$ cat src/rtl/fps_pkg.sv
package fps_pkg;
  typedef enum logic {ST_IDLE = 1'b0, ST_XFER = 1'b1} fps_state_e;
  localparam int HDR_DEPTH = 2;
endpackage

$ cat src/rtl/fps_hdr_window.sv
module fps_hdr_window #(
  parameter int DIM_W = 16
) (
  input  logic             clk,
  input  logic             rst,
  input  logic             push,
  input  logic [DIM_W-1:0] push_data,
  input  logic             pop,
  output logic             full,
  output logic [DIM_W-1:0] dim_a,
  output logic [DIM_W-1:0] dim_b
);
  import fps_pkg::*;
  localparam int IDX_W = $clog2(HDR_DEPTH + 1);

  logic [IDX_W-1:0] fill;
  logic [DIM_W-1:0] slot [HDR_DEPTH];

  // one register per header slot, written in arrival order
  for (genvar gi = 0; gi < HDR_DEPTH; gi++) begin : g_slot
    always_ff @(posedge clk) begin
      if (rst) slot[gi] <= '0;
      else if (push && fill == IDX_W'(gi)) slot[gi] <= push_data;
    end
  end

  always_ff @(posedge clk) begin
    if (rst) fill <= '0;
    else if (pop) fill <= '0;
    else if (push) fill <= fill + 1'b1;
  end

  assign full  = (fill == IDX_W'(HDR_DEPTH));
  assign dim_a = slot[0];
  assign dim_b = slot[1];

  assert_no_overflow_R2: assert property (@(posedge clk) disable iff (rst)
    push |-> (fill < IDX_W'(HDR_DEPTH)));
  assert_pop_when_full_R4: assert property (@(posedge clk) disable iff (rst)
    pop |-> (fill == IDX_W'(HDR_DEPTH)));
endmodule

$ cat src/rtl/fps_pixel_budget.sv
module fps_pixel_budget #(
  parameter int DIM_W = 16,
  localparam int CNT_W = 2 * DIM_W
) (
  input  logic             clk,
  input  logic             rst,
  input  logic             load,
  input  logic [DIM_W-1:0] width,
  input  logic [DIM_W-1:0] height,
  input  logic             step,
  output logic             empty_frame,
  output logic             last
);
  function automatic logic [CNT_W-1:0] frame_area(input logic [DIM_W-1:0] w,
                                                  input logic [DIM_W-1:0] h);
    return CNT_W'(w) * CNT_W'(h);
  endfunction

  logic [CNT_W-1:0] remaining;

  always_ff @(posedge clk) begin
    if (rst) remaining <= '0;
    else if (load) remaining <= frame_area(width, height);
    else if (step) remaining <= remaining - 1'b1;
  end

  assign empty_frame = (width == '0) || (height == '0);
  assign last        = (remaining == CNT_W'(1));

  assert_step_nonzero_R5: assert property (@(posedge clk) disable iff (rst)
    step |-> (remaining != '0));
  assert_load_not_step_R5: assert property (@(posedge clk) disable iff (rst)
    !(load && step));
endmodule

$ cat src/rtl/fps_ctrl.sv
module fps_ctrl (
  input  logic clk,
  input  logic rst,
  input  logic hdr_full,
  input  logic empty_frame,
  input  logic pix_valid,
  input  logic last,
  output logic frame_fire,
  output logic pix_fire,
  output logic hdr_open,
  output logic pix_open
);
  import fps_pkg::*;

  fps_state_e st, st_nx;

  assign frame_fire = (st == ST_IDLE) && hdr_full;
  assign pix_open   = (st == ST_XFER);
  assign pix_fire   = pix_open && pix_valid;
  assign hdr_open   = (st == ST_IDLE) && !hdr_full;

  always_comb begin
    st_nx = st;
    unique case (st)
      ST_IDLE: if (frame_fire && !empty_frame) st_nx = ST_XFER;
      ST_XFER: if (pix_fire && last) st_nx = ST_IDLE;
      default: st_nx = ST_IDLE;
    endcase
  end

  always_ff @(posedge clk) begin
    if (rst) st <= ST_IDLE;
    else st <= st_nx;
  end

  assert_ready_exclusive_R3: assert property (@(posedge clk) disable iff (rst)
    !(hdr_open && pix_open));
  assert_enter_xfer_R4: assert property (@(posedge clk) disable iff (rst)
    (frame_fire && !empty_frame) |=> (st == ST_XFER));
  assert_return_idle_R7: assert property (@(posedge clk) disable iff (rst)
    (pix_fire && last) |=> (st == ST_IDLE));
  assert_empty_frame_R8: assert property (@(posedge clk) disable iff (rst)
    (frame_fire && empty_frame) |=> (st == ST_IDLE));
endmodule

$ cat src/rtl/frame_pixel_sink.sv
module frame_pixel_sink #(
  parameter int DIM_W = 16,
  parameter int PIX_W = 8
) (
  input  logic             clk,
  input  logic             rst,
  input  logic             hdr_valid,
  output logic             hdr_ready,
  input  logic [DIM_W-1:0] hdr_data,
  input  logic             pix_valid,
  output logic             pix_ready,
  input  logic [PIX_W-1:0] pix_data,
  output logic             out_valid,
  output logic [PIX_W-1:0] out_data,
  output logic             out_last
);
  logic             hdr_push, hdr_full;
  logic [DIM_W-1:0] dim_w, dim_h;
  logic             frame_fire, pix_fire, empty_frame, last;

  assign hdr_push = hdr_valid && hdr_ready;

  fps_hdr_window #(.DIM_W(DIM_W)) u_window (
    .clk(clk), .rst(rst), .push(hdr_push), .push_data(hdr_data),
    .pop(frame_fire), .full(hdr_full), .dim_a(dim_w), .dim_b(dim_h)
  );

  fps_pixel_budget #(.DIM_W(DIM_W)) u_budget (
    .clk(clk), .rst(rst), .load(frame_fire), .width(dim_w), .height(dim_h),
    .step(pix_fire), .empty_frame(empty_frame), .last(last)
  );

  fps_ctrl u_ctrl (
    .clk(clk), .rst(rst), .hdr_full(hdr_full), .empty_frame(empty_frame),
    .pix_valid(pix_valid), .last(last), .frame_fire(frame_fire),
    .pix_fire(pix_fire), .hdr_open(hdr_ready), .pix_open(pix_ready)
  );

  always_ff @(posedge clk) begin
    if (rst) begin
      out_valid <= 1'b0;
      out_data  <= '0;
      out_last  <= 1'b0;
    end else begin
      out_valid <= pix_fire;
      out_last  <= pix_fire && last;
      if (pix_fire) out_data <= pix_data;
    end
  end

  assert_out_follows_R5: assert property (@(posedge clk) disable iff (rst)
    pix_fire |=> out_valid);
  assert_no_spurious_out_R5: assert property (@(posedge clk) disable iff (rst)
    !pix_fire |=> !out_valid);
  assert_last_frees_header_R6: assert property (@(posedge clk) disable iff (rst)
    out_last |-> (out_valid && hdr_ready));
endmodule

$ cat config.mk
export PLATFORM = sky130hd
export DESIGN_NAME = frame_pixel_sink
export DESIGN_NICKNAME = d
export VERILOG_FILES = /design/src/rtl/fps_pkg.sv /design/src/rtl/fps_hdr_window.sv /design/src/rtl/fps_pixel_budget.sv /design/src/rtl/fps_ctrl.sv /design/src/rtl/frame_pixel_sink.sv
export SDC_FILE = /design/constraint.sdc
export NUM_CORES = 1
export LEC_CHECK = 0
export ABC_AREA = 1
export BUFFER_PORTS_ARGS = -buffer_cell sky130_fd_sc_hd__buf_4
export CORE_ASPECT_RATIO = 0.6
export CORE_UTILIZATION = 36
export CTS_BUF_LIST = sky130_fd_sc_hd__clkbuf_8 sky130_fd_sc_hd__clkbuf_16
export CTS_CLUSTER_SIZE = 30
export DETAILED_ROUTE_END_ITERATION = 8
export GPL_ROUTABILITY_DRIVEN = 1
export PLACE_DENSITY = 0.58
export SYNTH_ARGS = -nofsm -noshare
export SYNTH_HDL_FRONTEND = slang
export SYNTH_SLANG_ARGS = --single-unit
$ cat constraint.sdc
create_clock -name clk -period 6.9 [get_ports clk]
set_input_delay 0.69 -clock clk [delete_from_list [all_inputs] [get_ports clk]]
set_output_delay 0.69 -clock clk [all_outputs]
set_load 0.01 [all_outputs]
# ---- After elaboration in Yosys (flattened, before gate mapping)
# Memories as Yosys holds them, arrays and structs flattened.
# Cells that the tools add are included.
dict set report totals {
  reg_bits 45
  ram_bits 32
  input_bits 28
  output_inout_bits 12
  word_cells 47
  mem_count 1
}
dict set report classes {
  addsub 2
  mul 1
  eq_ne 3
  n_mux 15
  n_bitwise 3
  n_reduce_logical 16
}
# memory depth word_bits rd rd_clocked_by_memory_dff wr line_no
set memory_table {}
lappend memory_table {u_window.slot 2 16 2 0 2 fps_hdr_window.sv:17} ;# logic [DIM_W-1:0] slot [HDR_DEPTH];
# cell count
set op_table {}
lappend op_table {{two-way mux 32 bit} 2}
lappend op_table {{== test 32 x 1 -> 1 bit (second input constant)} 1}
lappend op_table {{logical NOT 16 bit} 2}
lappend op_table {{multiplier 16 x 16 -> 32 bit} 1}
lappend op_table {{two-way mux 16 bit} 2}
lappend op_table {{subtractor 32 x 1 -> 32 bit (second input constant)} 1}
lappend op_table {{two-way mux 1 bit} 10}
lappend op_table {{logical AND 1 bit} 8}
lappend op_table {{adder 2 x 1 -> 2 bit (second input constant)} 1}
lappend op_table {{== test 2 x 1 -> 1 bit (second input constant)} 1}
lappend op_table {{== test 2 bit (second input constant)} 1}
lappend op_table {{logical NOT 1 bit} 2}
lappend op_table {{logical NOT 2 bit} 1}
lappend op_table {{OR 1 bit} 2}
lappend op_table {{one-hot mux 1 bit (2 select lines)} 1}
lappend op_table {{nonzero test 2 bit} 1}
lappend op_table {{OR reduction 2 bit} 1}
lappend op_table {{logical OR 1 bit} 1}
lappend op_table {{inverter 1 bit} 1}

# ---- Logic depth before layout (Yosys ltp)
# Gate-level depths: netlist (run 1).
dict set report depth {
  ltp_word 9
  depth_mapped 27
  mapped_depth_nobuf 25
}

# ---- Hierarchy
# Synthesis (run 1) repeated with hierarchy kept, for this count alone.
dict set report hier_totals {
  cells_unflattened 1927
  area_unflattened_um2 13633.1
}
# mod n_inst cells_each area_each_um2 seq_area_each_um2
set by_module_without_submodules {}
lappend by_module_without_submodules {fps_pixel_budget 1 1747 11768.8 640.6}
lappend by_module_without_submodules {fps_hdr_window 1 109 1388.8 1001.0}
lappend by_module_without_submodules {frame_pixel_sink 1 59 407.9 200.2}
lappend by_module_without_submodules {fps_ctrl 1 12 67.6 20.0}

# ---- Worst setup path before layout (run 1)
# OpenSTA, ideal clock, no wires.
dict set report synth_timing {
  path_type {register to register}
  from {memory u_window.slot[1][1]}
  to {register u_budget.remaining[29]}
  setup_ns 0.119
  t_arrival_ns 5.201
  slack_ns 1.580
  stages_incl_launch_ff 24
  n_path_buf 2
  synth_period_minus_slack_ns 5.320
  path_cell_list {edfxtp_1 -> clkbuf_1 -> clkbuf_1 -> nand2_1 -> fa_1 -> fa_1 -> fa_1 -> fa_1 -> inv_1 -> fa_1 -> inv_1 -> fa_1 -> inv_1 -> ha_1 -> nand2_1 -> nor2_1 -> inv_1 -> o21bai_1 -> nand3_1 -> nand2_1 -> nand2_1 -> nand2_1 -> nand3_1 -> a21oi_1}
}
# element line_no
set synth_lines {}
lappend synth_lines {{from (decl)} fps_hdr_window.sv:17}
lappend synth_lines {{to (signal assigned)} fps_pixel_budget.sv:23} ;# else if (load) remaining <= frame_area(width, height);
lappend synth_lines {{to (signal assigned)} fps_pixel_budget.sv:24} ;# else if (step) remaining <= remaining - 1'b1;
lappend synth_lines {{to (decl)} fps_pixel_budget.sv:19} ;# logic [CNT_W-1:0] remaining;

==> metrics.csv, run 1 <==
stage,metric,value,unit
run_status,status,"complete, no violations",
final_layout,Total Nets Final,2193,
cts,clock-pin slew reported for the worst setup and hold paths after clock tree synthesis,0.07,ns
critical_path,register-to-register setup slack,0.58,ns
routing,starting DRC count in detailed routing,1027,
power_and_ir_drop,overall power,6.69,mW
routing,mean number of vias per cell,4.93,
final_layout,Layout Area Growth over Synthesis,7.00,%
routing,total number of vias,11600,
final_layout,fraction of layout cells with a size suffix above 1,5.20,%
power_and_ir_drop,Power Dens Cells,467,nW/um^2
cts,Clock Path Buffers,2,
critical_path,element type at the critical path end,flip-flop,
critical_path,critical path class,reg2reg,
sta,slew at the pin with the worst max-slew slack,0.921,ns
die,Core Area,36500,sq um
global_routing,leftover overflow at the end of global routing,0,
sta,maximum clock frequency,158,MHz
critical_path,CP Launch Type,flip-flop,
yosys,Post-Syn Instances,1885,
die,initial cell density of the core,36.7,%
die,x dimension of the die,251,um
critical_path,Critical Path Fanout Max,17,
sta,Hold Worst Slack,0.493,ns
global_routing,pin count of the biggest net entering global routing,38,
sta,"Min Clock Period, post-route",6.32,ns
worst_hold_path,worst hold-check path type,reg2reg,
yosys,leading area contributor after synthesis,fa_1,
sta,Hold Fails Final Rpt,0,
die,number of cell rows,54,
final_layout,most common library cell in the layout ignoring fill and taps,nand2_1,
cts,Clock H-tree levels,3,
sta,Slew Limit Headroom,38.6,%
cts,TritonCTS clock tree,done,
yosys,distinct cell type count after synthesis,41,
cts,clock latency at the later pin of the worst-skew pair,0.38,ns
yosys,share of the yosys chip area belonging to registers,13.9,%
yosys,top post-synthesis cells by area,"fa_1 (29%), nand2_1 (14%), inv_1 (14%), ha_1 (10%), edfxtp_1 (7.2%)",
yosys,syn_nets,2216,
yosys,number of warnings printed during yosys synthesis,0,
global_routing,antenna violations before repair,0,
cts,Post-CTS Hold Buffers,0,
sta,setup repair after global routing missed its margin,false,
sta,Setup Viol. Count Final,0,
global_routing,first-pass GRT wire length,63200,um
cts,number of CTS-inserted buffers,9,
power_and_ir_drop,total leakage power,8.16,nW
routing,final antenna-violating net count,0,
cts,buffers inserted during post-CTS setup optimization,0,
die,vertical die dimension,151,um
power_and_ir_drop,IR Drop Worst-Case VDD,0.000366,V
critical_path,CP required,7.20,ns
routing,DRC errors left,0,
yosys,total of flip-flops plus latches after synthesis,77,
cts,clock sink count,77,
place,number of I/O port buffers,39,
place,final estimated routing congestion in global placement,0.932,
sta,period utilisation layout,91.6,%
global_routing,total global routing track utilization,21.9,%
critical_path,data arrival at the endpoint of the critical path,6.63,ns
flow_run,number of max-cap violations,0,
final_layout,final antenna diode count,0,
sta,Worst Skew,0.0152,ns
yosys,area share of the largest cell type after synthesis,29.0,%
cts,Root Driver,clkbuf_16,
sta,Setup TNS Final,0,ns
routing,final WL,39200,um
cts,cts repair resizes,0,
final_layout,"commonest cells after routing, fill and taps aside","nand2_1 (512), inv_1 (482), fa_1 (194), nor2_1 (129), ha_1 (109)",
sta,final count of pins violating max slew,0,
yosys,average instance area after synthesis,7.10,sq um
routing,first-pass iteration count of the detailed router,6,
yosys,post-synthesis cell area,13400,sq um
place,hpwl dp,32200,um
routing,routed length per placed instance,16.7,um
die,full die area,38000,sq um
global_routing,number of global-route vias before repair,11300,
die,I/O pin count,40,
[final timing paths]
check	from	end	depth (start not counted)
max	u_window.slot[0][7]	u_budget.remaining[31]	22
min	out_data[3]	out_data[3]	2
max reg2reg	u_window.slot[0][7]	u_budget.remaining[31]	22
min reg2reg	out_data[3]	out_data[3]	2
[through the flow]
stage,setup slack [ns],instance area (sq um),util (%),cells
6_report,0.577,14300,39.2,2343
3_5_place_dp,0.732,14000,38.4,2327
4_1_cts,0.720,14300,39.2,2343
3_3_place_gp,0.824,14000,38.4,2327
2_1_floorplan,1.58,13400,-,1885
5_1_grt,0.280,14300,39.2,2343
[state kept, by name, summed over array words and instances, names as in the netlist]
| signal | count |
|---|---|
| out_data | 8 |
| out_last | 1 |
| out_valid | 1 |
| u_budget.remaining | 32 |
| u_ctrl.pix_open | 1 |
| u_window.fill | 2 |
| u_window.slot | 32 |
[synthesized netlist by cell type, drive strengths merged]
cell type / number
edfxtp: 32
xor2: 6
a31oi: 6
o21bai: 5
nor3: 16
nand3: 72
o21a: 3
o31ai: 2
nor4: 8
clkinv: 2
nand3b: 7
clkbuf: 73
dfxtp: 45
nand4: 17
o21ai: 54
ha: 109
a311oi: 2
and3: 1
or2: 4
inv: 492
o311ai: 1
o211ai: 6
a2111oi: 1
nand2: 517
a21oi: 55
xnor2: 2
fa: 194
buf: 9
nor2: 144
[worst max-delay path: stages (launching register included)]
cell and delay [ns]:
edfxtp_1 0.92, nand2_1 0.19, fa_1 0.58, inv_1 0.05, fa_1 0.49, inv_1 0.06, fa_1 0.52, inv_1 0.05
fa_1 0.46, fa_1 0.50, inv_1 0.05, fa_1 0.48, inv_1 0.04, ha_1 0.34, nand2_1 0.15, inv_1 0.05
a21oi_1 0.38, nand3_1 0.42, nand3_1 0.22, nand2_1 0.07, nand2_1 0.05, nand3_1 0.06, a21oi_1 0.13
[report_power, final]
group	switching (mW)	leakage (nW)	internal (mW)
clock network	0.243	0.150	0.259
logic	3.56	7.31	1.80
registers	0.258	0.705	0.578
[routing by layer]
layer	GRT usage, %	vias up	wire length, um
met2	29.7	421	14900
li1	-	5513	-
met4	4.27	2	552
met1	33.1	5571	19800
met3	7.20	43	3880
met5	1.56	-	80
[logic make-up (layout without fill, tap and decap cells)]
group / Yosys count / in the layout / synth area share, %
flops: 77 / 77 / 13.9
buf+inv: 576 / 558 / 16.3
compound gates: 135 / 135 / 5.55
xor+xnor: 8 / 8 / 0.524
simple gates: 786 / 786 / 24.5
fa+ha+maj: 303 / 303 / 39.2
[cell type report]
class | count | area, sq um
clock buffers | 9 | 225
clock inverters | 7 | 76.3
fillers | 3886 | 22200
inverters | 494 | 1850
multi-input cells | 1232 | 9340
flip-flops and latches | 77 | 1860
well taps | 476 | 596
repair buffers | 48 | 360
Power figures use the tool's default switching activity.
==> run 2: changes to the inputs <==
--- a/config.mk
+++ b/config.mk
@@ -14,6 +14,7 @@
 export DETAILED_ROUTE_END_ITERATION = 8
 export GPL_ROUTABILITY_DRIVEN = 1
 export PLACE_DENSITY = 0.58
+export REMOVE_ABC_BUFFERS = 1
 export SYNTH_ARGS = -nofsm -noshare
 export SYNTH_HDL_FRONTEND = slang
 export SYNTH_SLANG_ARGS = --single-unit
==> metrics.csv, run 2 (synthesized netlist as in run 1, its figures left out) <==
stage,metric,value,unit,change
power_and_ir_drop,IR Drop Worst-Case VDD,0.000388,V,was 0.000366 V
cts,cts repair resizes,0,,unchanged
critical_path,data arrival at the endpoint of the critical path,6.71,ns,was 6.63 ns
final_layout,Regs by FF count,"u_budget.remaining (32), u_window.slot (32), out_data (8)",,unchanged
global_routing,antenna violations before repair,0,,unchanged
critical_path,largest stage delay on the critical path,0.98,ns,was 0.92 ns
die,Core Area,36500,sq um,unchanged
cts,TritonCTS clock tree,done,,unchanged
cts,clock-pin slew reported for the worst setup and hold paths after clock tree synthesis,0.08,ns,was 0.07 ns
global_routing,leftover overflow at the end of global routing,0,,unchanged
place,standard cell area after detailed placement,14000,sq um,about the same
cts,clock sink count,77,,unchanged
final_layout,fraction of layout cells with a size suffix above 1,5.04,%,was 5.20%
power_and_ir_drop,Power Dens Cells,465,nW/um^2,was 467 nW/um^2
place,hpwl dp,31000,um,was 32200 um
critical_path,Critical Path Fanout Max,17,,unchanged
routing,starting DRC count in detailed routing,1247,,was 1027
power_and_ir_drop,total leakage power,8.15,nW,was 8.16 nW
routing,final WL,39600,um,was 39200 um
critical_path,register-to-register setup slack,0.49,ns,was 0.58 ns
cts,Clock H-tree levels,3,,unchanged
routing,DRC errors left,0,,unchanged
cts,number of CTS-inserted buffers,9,,unchanged
die,I/O pin count,40,,unchanged
critical_path,ordered cell list for the critical path,nand2_1 > fa_1 > inv_1 > fa_1 > inv_1 > fa_1 > inv_1 > fa_1 > fa_1 > inv_1 > fa_1 > inv_1 > ha_1 > nand2_1 > inv_1 > a21oi_1 > nand3_1 > nand3_1 > nand2_1 > nand2_1 > nand3_1 > a21oi_1,,unchanged
sta,"Min Clock Period, post-route",6.41,ns,was 6.32 ns
final_layout,filler cell count in the final layout,3824,,was 3886
final_layout,most common library cell in the layout ignoring fill and taps,nand2_1,,unchanged
global_routing,number of global-route vias before repair,11600,,was 11300
sta,Setup Viol. Count Final,0,,unchanged
cts,Clock Path Buffers,2,,unchanged
sta,Hold Fails Final Rpt,0,,unchanged
cts,Post-CTS Hold Buffers,0,,unchanged
critical_path,CP required,7.20,ns,about the same
final_layout,final cell count without fillers,2340,,was 2343
place,number of I/O port buffers,39,,unchanged
sta,least setup slack across all paths after layout,0.489,ns,was 0.577 ns
die,vertical die dimension,151,um,unchanged
sta,Worst Skew,0.0136,ns,was 0.0152 ns
run_status,status,"complete, no violations",,unchanged
critical_path,cell family with most CP delay,adder cells,,unchanged
routing,final antenna-violating net count,0,,unchanged
critical_path,sum of buffers and inverters on the critical path,6,,unchanged
place,number of cells after detailed placement,2324,,was 2327
sta,period utilisation layout,92.9,%,was 91.6%
cts,Root Driver,clkbuf_16,,unchanged
sta,final count of pins violating max slew,0,,unchanged
die,number of cell rows,54,,unchanged
global_routing,total global routing track utilization,22.3,%,was 21.9%
die,full die area,38000,sq um,unchanged
routing,total number of vias,11600,,about the same
critical_path,element type at the critical path end,flip-flop,,unchanged
final_layout,"commonest cells after routing, fill and taps aside","nand2_1 (512), inv_1 (482), fa_1 (194), nor2_1 (129), ha_1 (109)",,unchanged
cts,buffers inserted during post-CTS setup optimization,0,,unchanged
sta,setup repair after global routing missed its margin,false,,unchanged
cts,clock latency at the later pin of the worst-skew pair,0.38,ns,about the same
sta,maximum clock frequency,156,MHz,was 158 MHz
final_layout,Total Nets Final,2190,,was 2193
sta,Slew Limit Headroom,19.2,%,was 38.6%
routing,mean number of vias per cell,4.97,,was 4.93
critical_path,CP Launch Type,flip-flop,,unchanged
sta,slew at the pin with the worst max-slew slack,1.21,ns,was 0.921 ns
worst_hold_path,worst hold-check path type,reg2reg,,unchanged
routing,first-pass iteration count of the detailed router,7,,was 6
routing,routed length per placed instance,16.9,um,was 16.7 um
critical_path,worst-path cell with the longest stage delay,edfxtp_1,,unchanged
flow_run,number of max-cap violations,0,,unchanged
die,x dimension of the die,251,um,unchanged
final_layout,Layout Area Growth over Synthesis,6.87,%,was 7.00%
final_layout,final design instance area without fill,14300,sq um,about the same
global_routing,pin count of the biggest net entering global routing,34,,was 38
final_layout,final antenna diode count,0,,unchanged
sta,Hold Worst Slack,0.485,ns,was 0.493 ns
critical_path,critical path class,reg2reg,,unchanged
place,final estimated routing congestion in global placement,0.987,,was 0.932
global_routing,first-pass GRT wire length,64300,um,was 63200 um
place,Setup Slack @ Placement,0.644,ns,was 0.732 ns
sta,Setup TNS Final,0,ns,unchanged
die,initial cell density of the core,36.7,%,unchanged
[run 2: worst min-delay path: cells and delay by family (launching register included)]
kind,cells,cell delay (ns)
simple gates,2,0.13
flops,1,0.33
[run 2: area by class of cell]
type	count	area (sq um)	area share (%)
timing repair buffer	45	338	2.36
multi-input combinational	1232	9340	65.3
sequential	77	1860	13.0
inverter	494	1850	13.0
clock buffer	9	225	1.57
tap	476	596	4.16
clock inverter	7	81.3	0.569
[run 2: per-stage QoR]
stage               power (mW)  utilization, %
finish                    6.65            39.2
global route              7.43            39.2
CTS                       6.57            39.2
detailed placement        6.00            38.4
global placement          5.93            38.4
floorplan                 4.51               -
[run 2: power by group]
group / switching, mW / leakage, nW / internal (mW)
Combinational: 3.49 / 7.29 / 1.78
Clock: 0.238 / 0.149 / 0.287
Sequential: 0.278 / 0.705 / 0.578
Total: 4.01 / 8.15 / 2.65
[run 2: routing by layer]
metal / routed length (um) / vias to the layer above / global-route usage [%]
met4: 432 / 0 / 2.87
met3: 3720 / 43 / 5.29
met2: 15700 / 458 / 31.9
met1: 19800 / 5609 / 34.4
met5: 0 / - / 0
li1: - / 5510 / -
[run 2: path summary, 6_finish.rpt]
check / end / start / cells past startpoint
max reg2reg: u_budget.remaining[31] / u_window.slot[0][6] / 22
min reg2reg: out_data[0] / out_data[0] / 2
min: out_data[0] / out_data[0] / 2
max: u_budget.remaining[31] / u_window.slot[0][6] / 22
==> run 3: changes to the inputs <==
--- a/config.mk
+++ b/config.mk
@@ -13,7 +13,7 @@
 export CTS_CLUSTER_SIZE = 30
 export DETAILED_ROUTE_END_ITERATION = 8
 export GPL_ROUTABILITY_DRIVEN = 1
-export PLACE_DENSITY = 0.58
+export PLACE_DENSITY = 0.6
 export REMOVE_ABC_BUFFERS = 1
 export SYNTH_ARGS = -nofsm -noshare
 export SYNTH_HDL_FRONTEND = slang
==> constraint.sdc (replaced) <==
create_clock -name clk -period 5.5 [get_ports clk]
set_input_delay 0.55 -clock clk [delete_from_list [all_inputs] [get_ports clk]]
set_output_delay 0.55 -clock clk [all_outputs]
set_load 0.01 [all_outputs]
==> metrics.csv, run 3 (synthesized netlist as in run 1, its figures left out) <==
stage,metric,value,unit,change
critical_path,element type at the critical path end,flip-flop,,unchanged
cts,clock latency at the later pin of the worst-skew pair,0.37,ns,was 0.38 ns
worst_hold_path,worst hold stages,3,,was 2
power_and_ir_drop,switching power,5.74,mW,was 4.01 mW
critical_path,data arrival at the endpoint of the critical path,5.62,ns,was 6.71 ns
critical_path,cell family with most CP delay,adder cells,,unchanged
die,I/O pin count,40,,unchanged
flow_run,number of max-cap violations,0,,unchanged
sta,setup repair after global routing missed its margin,true,,was false
place,standard cell area after detailed placement,14900,sq um,was 14000 sq um
die,vertical die dimension,151,um,unchanged
critical_path,CP Launch Type,flip-flop,,unchanged
routing,total number of vias,11800,,was 11600
cts,TritonCTS clock tree,done,,unchanged
final_layout,Regs by FF count,"u_budget.remaining (32), u_window.slot (32), out_data (8)",,unchanged
sta,Hold Fails Final Rpt,0,,unchanged
final_layout,Layout Area Growth over Synthesis,17.4,%,was 6.87%
critical_path,sum of buffers and inverters on the critical path,6,,unchanged
final_layout,Final Util,43.1,%,was 39.2%
critical_path,worst-path cell with the longest stage delay,fa_1,,was edfxtp_1
cts,clock sink count,77,,unchanged
place,number of I/O port buffers,39,,unchanged
sta,maximum clock frequency,188,MHz,was 156 MHz
die,initial cell density of the core,36.7,%,unchanged
cts,clock-pin slew reported for the worst setup and hold paths after clock tree synthesis,0.07,ns,was 0.08 ns
die,full die area,38000,sq um,unchanged
critical_path,worst setup path startpoint,u_window.slot[0][7],,was u_window.slot[0][6]
final_layout,fraction of layout cells with a size suffix above 1,14.4,%,was 5.04%
sta,Worst Skew,0.0156,ns,was 0.0136 ns
worst_hold_path,worst hold-check path type,in2reg,,was reg2reg
sta,period utilisation layout,96.8,%,was 92.9%
global_routing,first-pass GRT wire length,63100,um,was 64300 um
final_layout,Total Nets Final,2308,,was 2190
power_and_ir_drop,Power Dens Cells,667,nW/um^2,was 465 nW/um^2
critical_path,worst reg2reg endpoint,u_budget.remaining[22],,was u_budget.remaining[31]
final_layout,filler cell count in the final layout,3776,,was 3824
critical_path,largest stage delay on the critical path,0.55,ns,was 0.98 ns
sta,slew at the pin with the worst max-slew slack,1.08,ns,was 1.21 ns
global_routing,total global routing track utilization,21.5,%,was 22.3%
critical_path,Critical Path Fanout Max,10,,was 17
die,x dimension of the die,251,um,unchanged
power_and_ir_drop,internal cell power,4.74,mW,was 2.65 mW
power_and_ir_drop,IR Drop Worst-Case VDD,0.000474,V,was 0.000388 V
critical_path,critical path class,reg2reg,,unchanged
cts,Clock Path Buffers,2,,unchanged
global_routing,number of global-route vias before repair,11500,,was 11600
global_routing,antenna violations before repair,0,,unchanged
routing,starting DRC count in detailed routing,1014,,was 1247
sta,Setup TNS Final,0,ns,unchanged
final_layout,"commonest cells after routing, fill and taps aside","nand2_1 (488), inv_1 (481), fa_1 (190), buf_4 (150), nor2_1 (118)",,"was nand2_1 (512), inv_1 (482), fa_1 (194), nor2_1 (129), ha_1 (109)"
critical_path,register-to-register setup slack,0.17,ns,was 0.49 ns
critical_path,ordered cell list for the critical path,buf_12 > nand2_1 > inv_1 > fa_1 > inv_1 > fa_1 > fa_1 > fa_1 > inv_1 > fa_1 > inv_1 > fa_1 > inv_1 > ha_4 > nand2_1 > nor2_1 > nand2_1 > nand2_1 > nand2_2 > nand3_1 > nand3_1 > a21oi_2,,was nand2_1 > fa_1 > inv_1 > fa_1 > inv_1 > fa_1 > inv_1 > fa_1 > fa_1 > inv_1 > fa_1 > inv_1 > ha_1 > nand2_1 > inv_1 > a21oi_1 > nand3_1 > nand3_1 > nand2_1 > nand2_1 > nand3_1 > a21oi_1
cts,Clock H-tree levels,3,,unchanged
final_layout,final antenna diode count,0,,unchanged
sta,Setup Viol. Count Final,0,,unchanged
die,Core Area,36500,sq um,unchanged
critical_path,CP required,5.80,ns,was 7.20 ns
place,Setup Slack @ Placement,-0.159,ns,was 0.644 ns
worst_hold_path,end point of the most critical hold path,out_data[3],,was out_data[0]
run_status,status,"complete, no violations",,unchanged
routing,final antenna-violating net count,0,,unchanged
power_and_ir_drop,Clk network pwr share,6.3,%,was 7.9%
power_and_ir_drop,total leakage power,8.82,nW,was 8.15 nW
die,number of cell rows,54,,unchanged
global_routing,pin count of the biggest net entering global routing,38,,was 34
routing,routed length per placed instance,15.7,um,was 16.9 um
routing,DRC errors left,0,,unchanged
cts,number of CTS-inserted buffers,9,,unchanged
final_layout,final design instance area without fill,15700,sq um,was 14300 sq um
cts,Root Driver,clkbuf_16,,unchanged
critical_path,R2R Path Start,u_window.slot[0][7],,was u_window.slot[0][6]
sta,Slew Limit Headroom,27.5,%,was 19.2%
sta,least setup slack across all paths after layout,0.175,ns,was 0.489 ns
power_and_ir_drop,Seq pwr share,8.3,%,was 12.9%
worst_hold_path,launch instance of the worst min-delay path,pix_data[3],,was out_data[0]
power_and_ir_drop,fraction of power consumed by combinational cells,85.4,%,was 79.2%
routing,final WL,38600,um,was 39600 um
final_layout,most common library cell in the layout ignoring fill and taps,nand2_1,,unchanged
place,final estimated routing congestion in global placement,0.926,,was 0.987
sta,final count of pins violating max slew,0,,unchanged
place,hpwl dp,32200,um,was 31000 um
critical_path,Worst Reg2Reg Path Length in Cells,22,,unchanged
critical_path,cell mode on critical path,fa_1,,
routing,first-pass iteration count of the detailed router,5,,was 7
power_and_ir_drop,Net Sw Frac,54.8,%,was 60.2%
sta,"Min Clock Period, post-route",5.33,ns,was 6.41 ns
routing,mean number of vias per cell,4.81,,was 4.97
global_routing,leftover overflow at the end of global routing,0,,unchanged
-- run 3: how the worst max path moves through the flow --
stage | to | slack [ns] | depth (start not counted)
4_1_cts | u_budget.remaining[21] | 0.01 | 21
3_5_place_dp | u_budget.remaining[31] | -0.16 | 19
5_1_grt | u_budget.remaining[26] | -0.07 | 25
3_3_place_gp | u_budget.remaining[30] | -0.12 | 21
6_report | u_budget.remaining[22] | 0.17 | 22
2_1_floorplan | u_budget.remaining[29] | 0.39 | 22
-- run 3: what timing repair did --
action	4_1_cts	5_1_grt
resized for setup	10	82
setup buffers	2	15
hold buffers	0	0
pin swaps	0	13
endpoints found under the setup margin	14	20
-- run 3: worst reg2reg max path: stages (launching register included) --
cell and delay, ns:
edfxtp_1 0.46, buf_12 0.19, nand2_1 0.06, inv_1 0.05, fa_1 0.53, inv_1 0.05, fa_1 0.46, fa_1 0.50
fa_1 0.55, inv_1 0.05, fa_1 0.49, inv_1 0.05, fa_1 0.47, inv_1 0.06, ha_4 0.29, nand2_1 0.10
nor2_1 0.20, nand2_1 0.08, nand2_1 0.14, nand2_2 0.11, nand3_1 0.09, nand3_1 0.14, a21oi_2 0.15
-- run 3: power groups by stage --
stage | registers [mW] | clock network [mW] | logic (mW)
CTS | 0.879 | 0.675 | 7.59
finish | 0.868 | 0.657 | 8.95
floorplan | 0.914 | 0 | 4.74
global route | 0.880 | 0.690 | 10.1
detailed placement | 0.892 | 0 | 7.44
global placement | 0.890 | 0 | 7.39
-- run 3: per-layer routing --
metal | track usage, % | vias up | part of all wire (%) | wire [um]
met3 | 3.87 | 15 | 7.3 | 2800
met4 | 3.14 | 0 | 0.62 | 239
li1 | - | 5746 | - | -
met1 | 34.4 | 5716 | 53 | 20500
met2 | 29.9 | 345 | 39 | 15000
met5 | 0 | - | 0 | 0
-- run 3: area by class of cell --
type,count,area (sq um),share of cell area (%)
clock buffers,9,225,1.43
inverters,494,1850,11.8
clock inverters,7,82.6,0.526
repair buffers,163,1360,8.66
flip-flops and latches,77,1860,11.9
multi-input cells,1232,9730,61.9
well taps,476,596,3.79
-- run 3: per-stage QoR --
stage          hold WS [ns]  power (mW)  std cells
3_5_place_dp          0.476        8.33       2425
5_1_grt               0.453        11.6       2458
3_3_place_gp          0.464        8.28       2425
4_1_cts               0.412        9.15       2443
6_report              0.431        10.5       2458
2_1_floorplan         0.465        5.66       1803
